===== config.mk =====
export PLATFORM = sky130hd
export DESIGN_NAME = preauth_seq
export DESIGN_NICKNAME = d
export VERILOG_FILES = /design/src/rtl/preauth_pkg.sv /design/src/rtl/preauth_tmr.sv /design/src/rtl/preauth_nvreg.sv /design/src/rtl/preauth_seq.sv
export SDC_FILE = /design/constraint.sdc
export NUM_CORES = 1
export LEC_CHECK = 0
export BUFFER_PORTS_ARGS = -buffer_cell sky130_fd_sc_hd__buf_2
export CAP_MARGIN = 20
export CORE_ASPECT_RATIO = 0.75
export CORE_MARGIN = 2
export CORE_UTILIZATION = 49
export CTS_CLUSTER_DIAMETER = 100
export CTS_CLUSTER_SIZE = 24
export DETAILED_ROUTE_END_ITERATION = 8
export PLACE_DENSITY = 0.8
export SYNTH_ARGS = -nofsm -noshare
export SYNTH_HDL_FRONTEND = slang
export SYNTH_HIERARCHICAL = 1
export SYNTH_SLANG_ARGS = --single-unit

===== constraint.sdc =====
create_clock -name clk_i -period 4 [get_ports clk_i]
set_input_delay 0.8 -clock clk_i [delete_from_list [all_inputs] [get_ports clk_i]]
set_output_delay 0.8 -clock clk_i [all_outputs]
set_load 0.03 [all_outputs]

===== src/rtl/preauth_pkg.sv =====
package preauth_pkg;

  typedef enum logic [1:0] {LC_MANUF = 2'd0, LC_ISSUED = 2'd1, LC_INUSE = 2'd2} lc_e;

  typedef enum logic [2:0] {
    E_NONE = 3'd0, E_NOT_ISSUED = 3'd1, E_CRED = 3'd2, E_CERT = 3'd3,
    E_TAMPER = 3'd4, E_TIMEOUT = 3'd5, E_BAD_STATE = 3'd6
  } err_e;

  typedef enum logic [4:0] {
    S_IDLE, S_P_SN, S_P_DER, S_P_MGR, S_P_PUB, S_P_CERT,
    S_A_CRED, S_A_TXC, S_A_RXC, S_A_VER, S_A_RNG, S_A_KEY, S_A_MSG, S_A_MAC,
    S_A_SIGN, S_A_TXS, S_A_HASH, S_A_TXH, S_A_STORE
  } st_e;

  localparam logic [3:0] OP_DERIVE = 4'd1, OP_CRED = 4'd2, OP_VERIFY = 4'd3,
                         OP_RNG = 4'd4, OP_AGREE = 4'd5, OP_MAC = 4'd6,
                         OP_SIGN = 4'd7, OP_HASH = 4'd8, OP_SEAL = 4'd9;
  localparam logic [7:0] TAG_SN = 8'h51, TAG_PUB = 8'hA1, TAG_CERT = 8'hA2,
                         TAG_SIG = 8'hA3, TAG_HASH = 8'hA4;

  function automatic logic [3:0] eng_op(st_e s);
    case (s)
      S_P_DER:   return OP_DERIVE;
      S_A_CRED:  return OP_CRED;
      S_A_VER:   return OP_VERIFY;
      S_A_RNG:   return OP_RNG;
      S_A_KEY:   return OP_AGREE;
      S_A_MAC:   return OP_MAC;
      S_A_SIGN:  return OP_SIGN;
      S_A_HASH:  return OP_HASH;
      S_A_STORE: return OP_SEAL;
      default:   return 4'd0;
    endcase
  endfunction

  function automatic logic [7:0] tx_tag(st_e s);
    case (s)
      S_P_SN:  return TAG_SN;
      S_P_PUB: return TAG_PUB;
      S_A_TXC: return TAG_CERT;
      S_A_TXS: return TAG_SIG;
      S_A_TXH: return TAG_HASH;
      default: return 8'd0;
    endcase
  endfunction

  function automatic logic is_rx(st_e s);
    return (s == S_P_MGR) || (s == S_P_CERT) || (s == S_A_RXC) || (s == S_A_MSG);
  endfunction

  function automatic logic [2:0] step_of(st_e s);
    case (s)
      S_P_SN, S_P_DER, S_P_MGR, S_P_PUB, S_P_CERT: return 3'd7;
      S_A_CRED:                    return 3'd1;
      S_A_TXC, S_A_RXC, S_A_VER:   return 3'd2;
      S_A_RNG, S_A_KEY:            return 3'd3;
      S_A_MSG, S_A_MAC:            return 3'd4;
      S_A_SIGN, S_A_TXS:           return 3'd5;
      S_A_HASH, S_A_TXH, S_A_STORE: return 3'd6;
      default:                     return 3'd0;
    endcase
  endfunction

endpackage


===== src/rtl/preauth_tmr.sv =====
module preauth_tmr #(
  parameter int W = 8
) (
  input  logic         clk_i,
  input  logic         rst_ni,
  input  logic         en_i,
  input  logic         clr_i,
  input  logic [W-1:0] lim_i,
  output logic         hit_o
);
  logic [W-1:0] cnt_q;

  always_ff @(posedge clk_i or negedge rst_ni) begin
    if (!rst_ni)                cnt_q <= '0;
    else if (clr_i)             cnt_q <= '0;
    else if (en_i && !(&cnt_q)) cnt_q <= cnt_q + 1'b1;
  end

  // zero limit disables; >= tolerates a limit lowered mid-count
  assign hit_o = en_i && (lim_i != '0) && (cnt_q >= lim_i - 1'b1);
endmodule


===== src/rtl/preauth_nvreg.sv =====
module preauth_nvreg
  import preauth_pkg::*;
(
  input  logic clk_i,
  input  logic rst_ni,
  input  logic set_pub_i,
  input  logic set_mgr_i,
  input  logic set_cert_i,
  input  logic set_issued_i,
  input  logic set_inuse_i,
  output lc_e  lc_o
);
  lc_e  lc_q;
  logic pub_q, mgr_q, cert_q, cred_q;

  always_ff @(posedge clk_i or negedge rst_ni) begin
    if (!rst_ni) begin
      lc_q   <= LC_MANUF;
      pub_q  <= 1'b0;
      mgr_q  <= 1'b0;
      cert_q <= 1'b0;
      cred_q <= 1'b0;
    end else begin
      if (set_pub_i)  pub_q  <= 1'b1;
      if (set_mgr_i)  mgr_q  <= 1'b1;
      if (set_cert_i) cert_q <= 1'b1;
      if (set_issued_i) lc_q <= LC_ISSUED;
      if (set_inuse_i) begin
        lc_q   <= LC_INUSE;
        cred_q <= 1'b1;
      end
    end
  end

  assign lc_o = lc_q;

  assert_issued_keys_R2: assert property (@(posedge clk_i) disable iff (!rst_ni)
    (lc_q != LC_MANUF) |-> (pub_q && mgr_q && cert_q));
  assert_cred_inuse_R6: assert property (@(posedge clk_i) disable iff (!rst_ni)
    cred_q |-> (lc_q == LC_INUSE));
endmodule


===== src/rtl/preauth_seq.sv =====
module preauth_seq
  import preauth_pkg::*;
#(
  parameter int MSG_CNT = 2,
  parameter int TMO_W   = 8,
  parameter int PER_W   = 16
) (
  input  logic             clk_i,
  input  logic             rst_ni,
  input  logic             prov_i,
  input  logic             auth_i,
  input  logic [TMO_W-1:0] tmo_cfg_i,
  input  logic [PER_W-1:0] per_cfg_i,
  output logic             eng_req_o,
  output logic [3:0]       eng_op_o,
  input  logic             eng_done_i,
  input  logic             eng_ok_i,
  output logic             tx_valid_o,
  output logic [7:0]       tx_data_o,
  input  logic             tx_ready_i,
  input  logic             rx_valid_i,
  output logic             rx_ready_o,
  output logic             permit_o,
  output logic [2:0]       step_o,
  output logic [2:0]       err_o,
  output logic [1:0]       lc_o
);
  localparam int MW = $clog2(MSG_CNT + 1);

  st_e            state_q, state_d;
  err_e           err_q, err_d;
  logic           permit_q, permit_d;
  logic [MW-1:0]  msg_q, msg_d;
  lc_e            lc;
  logic           set_pub, set_mgr, set_cert, set_issued, set_inuse;
  logic           tmo_hit, per_hit, per_en;

  assign eng_req_o  = (eng_op(state_q) != 4'd0);
  assign eng_op_o   = eng_op(state_q);
  assign tx_data_o  = tx_tag(state_q);
  assign tx_valid_o = (tx_tag(state_q) != 8'd0);
  assign rx_ready_o = is_rx(state_q);
  assign per_en     = (state_q == S_IDLE) && (lc != LC_MANUF);

  preauth_tmr #(.W(TMO_W)) i_tmo (
    .clk_i, .rst_ni, .en_i(eng_req_o), .clr_i(state_d != state_q),
    .lim_i(tmo_cfg_i), .hit_o(tmo_hit));

  preauth_tmr #(.W(PER_W)) i_per (
    .clk_i, .rst_ni, .en_i(per_en), .clr_i(!per_en),
    .lim_i(per_cfg_i), .hit_o(per_hit));

  preauth_nvreg i_nv (
    .clk_i, .rst_ni, .set_pub_i(set_pub), .set_mgr_i(set_mgr),
    .set_cert_i(set_cert), .set_issued_i(set_issued), .set_inuse_i(set_inuse),
    .lc_o(lc));

  always_comb begin
    state_d  = state_q;
    err_d    = err_q;
    permit_d = permit_q;
    msg_d    = msg_q;
    {set_pub, set_mgr, set_cert, set_issued, set_inuse} = '0;
    unique case (state_q)
      S_IDLE:
        if (prov_i) begin
          if (lc == LC_MANUF) begin
            state_d = S_P_SN;
            err_d   = E_NONE;
          end else err_d = E_BAD_STATE;
        end else if (auth_i || per_hit) begin
          if (lc == LC_MANUF) err_d = E_NOT_ISSUED;
          else begin
            permit_d = 1'b0;
            err_d    = E_NONE;
            msg_d    = '0;
            // first session has no sealed credential yet
            state_d  = (lc == LC_ISSUED) ? S_A_TXC : S_A_CRED;
          end
        end
      S_P_SN:   if (tx_ready_i) state_d = S_P_DER;
      S_P_DER:  if (eng_done_i) begin state_d = S_P_MGR; set_pub = 1'b1; end
      S_P_MGR:  if (rx_valid_i) begin state_d = S_P_PUB; set_mgr = 1'b1; end
      S_P_PUB:  if (tx_ready_i) state_d = S_P_CERT;
      S_P_CERT: if (rx_valid_i) begin
                  state_d = S_IDLE; set_cert = 1'b1; set_issued = 1'b1;
                end
      S_A_CRED: if (eng_done_i) begin
                  if (eng_ok_i) state_d = S_A_TXC;
                  else begin state_d = S_IDLE; err_d = E_CRED; end
                end
      S_A_TXC:  if (tx_ready_i) state_d = S_A_RXC;
      S_A_RXC:  if (rx_valid_i) state_d = S_A_VER;
      S_A_VER:  if (eng_done_i) begin
                  if (eng_ok_i) state_d = S_A_RNG;
                  else begin state_d = S_IDLE; err_d = E_CERT; end
                end
      S_A_RNG:  if (eng_done_i) state_d = S_A_KEY;
      S_A_KEY:  if (eng_done_i) state_d = S_A_MSG;
      S_A_MSG:  if (rx_valid_i) state_d = S_A_MAC;
      S_A_MAC:  if (eng_done_i) begin
                  if (!eng_ok_i) begin state_d = S_IDLE; err_d = E_TAMPER; end
                  else if (msg_q == MW'(MSG_CNT - 1)) state_d = S_A_SIGN;
                  else begin state_d = S_A_MSG; msg_d = msg_q + 1'b1; end
                end
      S_A_SIGN: if (eng_done_i) state_d = S_A_TXS;
      S_A_TXS:  if (tx_ready_i) state_d = S_A_HASH;
      S_A_HASH: if (eng_done_i) state_d = S_A_TXH;
      S_A_TXH:  if (tx_ready_i) state_d = S_A_STORE;
      S_A_STORE: if (eng_done_i) begin
                  state_d = S_IDLE; permit_d = 1'b1; set_inuse = 1'b1;
                end
      default:  state_d = S_IDLE;
    endcase
    // done in the same cycle as the limit wins
    if (eng_req_o && !eng_done_i && tmo_hit) begin
      state_d = S_IDLE;
      err_d   = E_TIMEOUT;
    end
  end

  always_ff @(posedge clk_i or negedge rst_ni) begin
    if (!rst_ni) begin
      state_q  <= S_IDLE;
      err_q    <= E_NONE;
      permit_q <= 1'b0;
      msg_q    <= '0;
    end else begin
      state_q  <= state_d;
      err_q    <= err_d;
      permit_q <= permit_d;
      msg_q    <= msg_d;
    end
  end

  assign permit_o = permit_q;
  assign step_o   = step_of(state_q);
  assign err_o    = err_q;
  assign lc_o     = lc;

  assert_permit_src_R6: assert property (@(posedge clk_i) disable iff (!rst_ni)
    $rose(permit_q) |-> $past(state_q == S_A_STORE && eng_done_i));
  assert_permit_drop_R6: assert property (@(posedge clk_i) disable iff (!rst_ni)
    (state_q == S_IDLE && (state_d == S_A_CRED || state_d == S_A_TXC)) |=> !permit_o);
  assert_one_port_R12: assert property (@(posedge clk_i) disable iff (!rst_ni)
    $onehot0({eng_req_o, tx_valid_o, rx_ready_o}));
  assert_tx_hold_R12: assert property (@(posedge clk_i) disable iff (!rst_ni)
    (tx_valid_o && !tx_ready_i) |=> (tx_valid_o && $stable(tx_data_o)));
  assert_eng_hold_R12: assert property (@(posedge clk_i) disable iff (!rst_ni)
    (eng_req_o && !eng_done_i && !tmo_hit) |=> (eng_req_o && $stable(eng_op_o)));
  assert_err_no_permit_R13: assert property (@(posedge clk_i) disable iff (!rst_ni)
    (err_q != E_NONE) |-> !permit_o);
  assert_auth_issued_R4: assert property (@(posedge clk_i) disable iff (!rst_ni)
    (step_o inside {[3'd1:3'd6]}) |-> (lc != LC_MANUF));
endmodule


==> flow_metrics.tcl, run 1 <==
set metrics [dict create \
    synth.cell_area_mm2 0.00412 \
    ctsHtreeMaxLevel 2 \
    timing.hold.worst_endpoint "permit_o" \
    synth_fp_nets 569 \
    first_global_vias 3890 \
    total_wirelength_of_the_detailed_routed_design_mm 11.2 \
    regToRegSetupSlack_ns 0.06 \
    timing.slew.headroom_pct 45.0 \
    share_clk_of_total_power_pct 14.0 \
    worst_setup_hold_path_clk_slew_ns 0.08 \
    global_placement_routability_congestion 0.996 \
    postLayoutSetupSlackWorst_ns -0.492 \
    routed_wire_length_per_instance_um 16.4 \
    boundary_pin_count 56 \
    outcome "finished with violations" \
    layout-area-overhead-vs-synth_pct 20.4 \
    comb_power_share_pct 67.0 \
    timing.hold.worst.start "permit_o" \
    critical_path.slowest_cell "or4_4" \
    p_switching_mw 1.22 \
    p_per_area_mw_per_mm2 492 \
    timing_worst_slew_pin_value_ns 0.826 \
    placed_cells 673 \
    crit-reg2reg-capture "i_tmo/cnt_q[4]" \
    cts_buffers 5 \
    clkLatencyLatePin_ns 0.29 \
    initial_core_util_pct 51.3 \
    critical_path.cell_chain "buf_12 -> buf_4 -> or4_1 -> nor4_2 -> xnor2_1 -> ha_1 -> and4_1 -> o311ai_1 -> a31oi_1 -> nor2_1 -> or4b_1 -> a31oi_1 -> nor4_2 -> a311o_1 -> or4_4 -> a211oi_2" \
    static-leakage-power_nw 2.25 \
    ys.warnings.count 6 \
    crit_type "primary input to flip-flop" \
    tritoncts_clock_tree "done" \
    grt_overflow 0 \
    dieArea_mm2 0.00916 \
    first_pass_iters 5 \
    groute.usage.overall_pct 24.4 \
    clock_sinks 37 \
    drt_first_iter_violations 464 \
    crit_path_max_fanout 8 \
    final_max_slew_violation_count 0 \
    antenna_violations_before_repair 0 \
    vias_per_cell 6.15 \
    setup_violations 8 \
    number_of_nets_still_failing_antenna_checks_after_routing 0 \
    finalNonFillerCells 684 \
    drc 0 \
    port_buffers 54 \
    fmax_mhz 223 \
    holdCritPathClass "flip-flop to flip-flop" \
    core_mm2 0.00802 \
    row_count 28 \
    crit-reg2reg-launch "state_q[0]" \
    gate_count_post_synth 501 \
    layout_worst_path_cycle_share_pct 112 \
    min_path_cells 1 \
    fin_skew_ns 0.00761 \
    total_power_mw 2.44 \
    worstRegToRegCells 14 \
    horizontal_die_dimension_um 110 \
    power_frac_seq_pct 19.0 \
    slowest_delay_ns 0.58 \
    setup.worst_path.start_class "primary input" \
    timing.critical_path.to_type "flip-flop" \
    rsz0062_at_grt "yes" \
    grt_pass1_wl_mm 18.5 \
    cp_top_family "simple AND/OR/NAND/NOR gates" \
    detailed_route_via_count 4210 \
    post-route-min-period_ns 4.49 \
    clk_path_buf_depth 2 \
    synth_area_per_cell_um2 8.22 \
    largest_net_degree_at_the_start_of_global_routing 38 \
    fp.dieH_um 83.4 \
    worst_ir_drop_vdd_mv 0.349 \
    layout.nets 646 \
    maxCapViolations 0 \
    number_of_endpoints_with_negative_hold_slack_in_the_final_report 0 \
    fill_cell_total_of_the_finished_layout 677 \
    diode_count 0 \
    timing.critical_path.required_ns 4.21 \
    dp_hpwl_mm 8.25 \
    power_report.internal_total_mw 1.22 \
    power.switching_fraction_pct 50.0 \
    failing_checks "setup timing" \
    root_buffer "clkbuf_8" \
    post_route_cells_drive_above_1_share_pct 26.3 \
    cp_num_buf_inv 2 \
    critPathArrivalTime_ns 4.70 \
]
worst max path at each step:
| stage | startpoint | endpoint | depth (start not counted) |
|---|---|---|---|
| finish | per_cfg_i[1] | i_tmo/cnt_q[4] | 16 |
| global route | per_cfg_i[1] | i_tmo/cnt_q[4] | 16 |
| CTS | per_cfg_i[4] | i_tmo/cnt_q[4] | 19 |
| detailed placement | per_cfg_i[0] | i_tmo/cnt_q[4] | 19 |
| global placement | per_cfg_i[1] | i_tmo/cnt_q[4] | 20 |
| floorplan | per_cfg_i[1] | i_tmo/cnt_q[4] | 19 |
worst register-to-register path: cells and delay by family (launching register included):
family,cells,cell delay [ns]
adders and majority gates,1,0.20
and+or+nand+nor,6,2.05
AOI/OAI and AO/OA,5,1.02
DFF,1,0.38
buffers and inverters,2,0.22
cells in the final DEF, fill, tap and decap left out, types with 16 or more instances in the layout:
| master | instances |
|---|---|
| nand3_1 | 16 |
| nand2_1 | 33 |
| nor2b_1 | 22 |
| o21ai_0 | 19 |
| inv_1 | 16 |
| ha_1 | 35 |
| nor2_1 | 46 |
| buf_2 | 50 |
| dfrtp_1 | 37 |
| buf_4 | 46 |
| a21oi_1 | 34 |
final cells by class:
class	count	area [um2]	area share [%]
clock buffer	7	86.3	1.74
clock inverter	1	30.0	0.606
inverter	20	95.1	1.92
multi-input combinational	414	3040	61.3
sequential	37	926	18.7
tap	105	131	2.65
timing repair buffer	100	649	13.1
power groups by stage:
stage	sequential, mW	combinational [mW]	clock [mW]
5_1_grt	0.470	1.77	0.365
6_report	0.463	1.63	0.342
2_1_floorplan	0.516	1.16	0
4_1_cts	0.462	1.65	0.343
3_3_place_gp	0.465	1.54	0
3_5_place_dp	0.469	1.60	0
layer usage:
layer	wire length, um	vias to the layer above	track usage [%]
met5	0	-	0
met4	227	0	3.34
met3	926	28	5.65
met2	5260	188	37.9
met1	4790	1977	35.2
li1	-	2017	-
metrics by stage:
step                area (um2)  TNS, ns  setup slack, ns  util (%)  hold slack, ns
floorplan                 4190    -4.06           -0.552         -           0.501
global placement          4740    -6.22           -0.802      59.0           0.462
detailed placement        4740    -8.20           -0.984      59.0           0.469
CTS                       4910    -4.60           -0.616      61.3           0.498
global route              4960    -5.38           -0.733      61.8           0.530
finish                    4960    -3.61           -0.492      61.8           0.493
sequential cells by signal (all words and copies together) (netlist names):
register and flops:
i_per/cnt_q 16, i_nv/lc_o 2, i_tmo/cnt_q 8, permit_o 1, state_q 5, msg_q 2
err_o 3
what timing repair did:
item,in CTS,in global routing
pin swaps,10,6
buffers inserted,2,2
resized for setup,11,7
endpoints found under the setup margin,8,11
hold buffers,0,0
endpoints found under the hold margin,0,0
(Power assumes the default switching activity.)
==> inputs of run 2 (changes only) <==
--- a/config.mk
+++ b/config.mk
@@ -13,7 +13,7 @@
 export CTS_CLUSTER_DIAMETER = 100
 export CTS_CLUSTER_SIZE = 24
 export DETAILED_ROUTE_END_ITERATION = 8
-export PLACE_DENSITY = 0.8
+export PLACE_DENSITY = 0.78
 export SYNTH_ARGS = -nofsm -noshare
 export SYNTH_HDL_FRONTEND = slang
 export SYNTH_HIERARCHICAL = 1
==> constraint.sdc (replaced) <==
create_clock -name clk_i -period 5.5 [get_ports clk_i]
set_input_delay 1.1 -clock clk_i [delete_from_list [all_inputs] [get_ports clk_i]]
set_output_delay 1.1 -clock clk_i [all_outputs]
set_load 0.03 [all_outputs]
==> flow_metrics.tcl, run 2 (same netlist as run 1, synthesis figures left out) <==
set metrics [dict create \
    outcome "completed" \
    reg.largest.list "i_per/cnt_q (16), i_tmo/cnt_q (8), state_q (5)" \
    final_max_slew_violation_count 0 \
    finalNonFillerCells 652 \
    layout-area-overhead-vs-synth_pct 11.4 \
    first_pass_iters 5 \
    drt_first_iter_violations 339 \
    timing.slew.headroom_pct 46.0 \
    worst_hold_slack_ns 0.497 \
    busiest_layer_in_global_routing "met2" \
    timing.critical_path.required_ns 5.69 \
    tritoncts_clock_tree "done" \
    number_of_endpoints_with_negative_hold_slack_in_the_final_report 0 \
    ctsHtreeMaxLevel 2 \
    mostFrequentLayoutCells "54 x buf_2, 46 x nor2_1, 37 x a21oi_1, 37 x dfrtp_1, 36 x ha_1" \
    core_mm2 0.00802 \
    timing_worst_slew_pin_value_ns 0.811 \
    worst_ir_drop_vdd_mv 0.314 \
    dp_hpwl_mm 7.91 \
    diode_count 0 \
    fill_cell_total_of_the_finished_layout 759 \
    grt_overflow 0 \
    final_area_mm2 0.00459 \
    global_placement_routability_congestion 0.980 \
    root_buffer "clkbuf_8" \
    layout.nets 614 \
    min_path_cells 1 \
    antenna_violations_before_repair 0 \
    ctsHoldBuffers 0 \
    post_dp_cell_area_mm2 0.00446 \
    maxCapViolations 0 \
    grt_pass1_wl_mm 17.4 \
    dieArea_mm2 0.00916 \
    setup_violations 0 \
    globalRouteMet3Util_pct 4.47 \
    drc 0 \
    detailed_route_via_count 3992 \
    regMostFlops "i_per/cnt_q" \
    vias_per_cell 6.12 \
    groute.usage.overall_pct 23.0 \
    routed_wire_length_per_instance_um 15.8 \
    clock_sinks 37 \
    largest_net_degree_at_the_start_of_global_routing 38 \
    clkLatencyLatePin_ns 0.29 \
    cts_setup_buffers 0 \
    initial_core_util_pct 51.3 \
    total_wirelength_of_the_detailed_routed_design_mm 10.3 \
    layout_worst_path_cycle_share_pct 91.9 \
    fin_tns_setup_ns 0 \
    row_count 28 \
    timing.critical_path.to_type "flip-flop" \
    worstRegToRegCells 15 \
    placed_cells 644 \
    post-route-min-period_ns 5.06 \
    largest_register_ffs 16 \
    met2_global_route_usage_pct 35.5 \
    critical_path.cell_chain "buf_2 -> inv_1 -> ha_1 -> nor3b_2 -> nand3_1 -> or3_1 -> xor2_1 -> ha_1 -> nand4_1 -> nor3_2 -> o311ai_0 -> a31oi_1 -> nor2_1 -> or4b_1 -> a31oi_1 -> nor4_2 -> a311o_1 -> or4_4 -> a211oi_1" \
    rsz0062_at_grt "no" \
    clk_path_buf_depth 2 \
    p_per_area_mw_per_mm2 370 \
    grt.met1_usage_pct 32.8 \
    cts_buffers 5 \
    critPathArrivalTime_ns 5.25 \
    fmax_mhz 198 \
    setup.worst_path.start_class "primary input" \
    holdCritPathClass "flip-flop to flip-flop" \
    crit_path_max_fanout 8 \
    fp.dieH_um 83.4 \
    critical_path.slowest_cell "or4_4" \
    crit_type "primary input to flip-flop" \
    first_global_vias 3744 \
    fin_skew_ns 0.00674 \
    boundary_pin_count 56 \
    static-leakage-power_nw 2.07 \
    post_route_cells_drive_above_1_share_pct 19.6 \
    port_buffers 54 \
    worst_setup_hold_path_clk_slew_ns 0.08 \
    number_of_nets_still_failing_antenna_checks_after_routing 0 \
    layout_commonest_cell "buf_2" \
    slowest_delay_ns 0.58 \
    total_power_mw 1.70 \
    horizontal_die_dimension_um 110 \
]
[run 2: cell types whose count changed in the layout (fill, tap and decap cells not counted), moves of 3 or more]
cell	delta
buf_6	-3
buf_4	-32
a21oi_1	+3
buf_2	+4
a21oi_2	-3
[run 2: final cells by class]
type	count	area (um2)	share of cell area [%]
flip-flops and latches	37	926	20.2
well taps	105	131	2.86
inverters	20	75.1	1.64
clock buffers	7	86.3	1.88
clock inverters	1	30.0	0.655
repair buffers	68	375	8.18
multi-input cells	414	2960	64.6
[run 2: worst paths after layout]
check / start / slack [ns] / end
max reg2reg: state_q[1] / 1.03 / i_tmo/cnt_q[4]
min reg2reg: permit_o / 0.50 / permit_o
max: per_cfg_i[0] / 0.44 / i_tmo/cnt_q[4]
max in group asynchronous: rst_ni / 4.09 / msg_q[1]
min in group asynchronous: rst_ni / 0.90 / i_per/cnt_q[4]
min: permit_o / 0.50 / permit_o
[run 2: where the power goes]
group	switching, mW	leakage (nW)	internal (mW)
combinational	0.726	1.51	0.386
sequential	0.0289	0.503	0.309
clock	0.0981	0.0585	0.148
[run 2: metal layers]
metal | part of all wire, % | wire length (um)
met1 | 46 | 4740
met2 | 46 | 4760
met3 | 6.4 | 658
met4 | 1.5 | 150
met5 | 0 | 0
[run 2: critical path, delay by kind of cell]
kind | cells | cell delay [ns]
AND/OR/NAND/NOR | 9 | 2.20
AO/OA/AOI/OAI | 5 | 1.16
adder cells (fa/ha/maj) | 2 | 0.44
buffers and inverters | 2 | 0.18
XOR/XNOR | 1 | 0.16
[run 2: through the flow]
stage | utilization [%] | worst slack [ns]
final | 57.2 | 0.445
after global routing | 57.2 | 0.00984
after floorplan | - | 0.144
after CTS | 57.0 | 0.124
after global placement | 55.6 | 0.0106
after detailed placement | 55.6 | -0.166
[run 2: repair_timing]
action,in CTS,in global routing
endpoints found under the setup margin,0,8
endpoints found under the hold margin,0,0
gates resized for setup,0,3
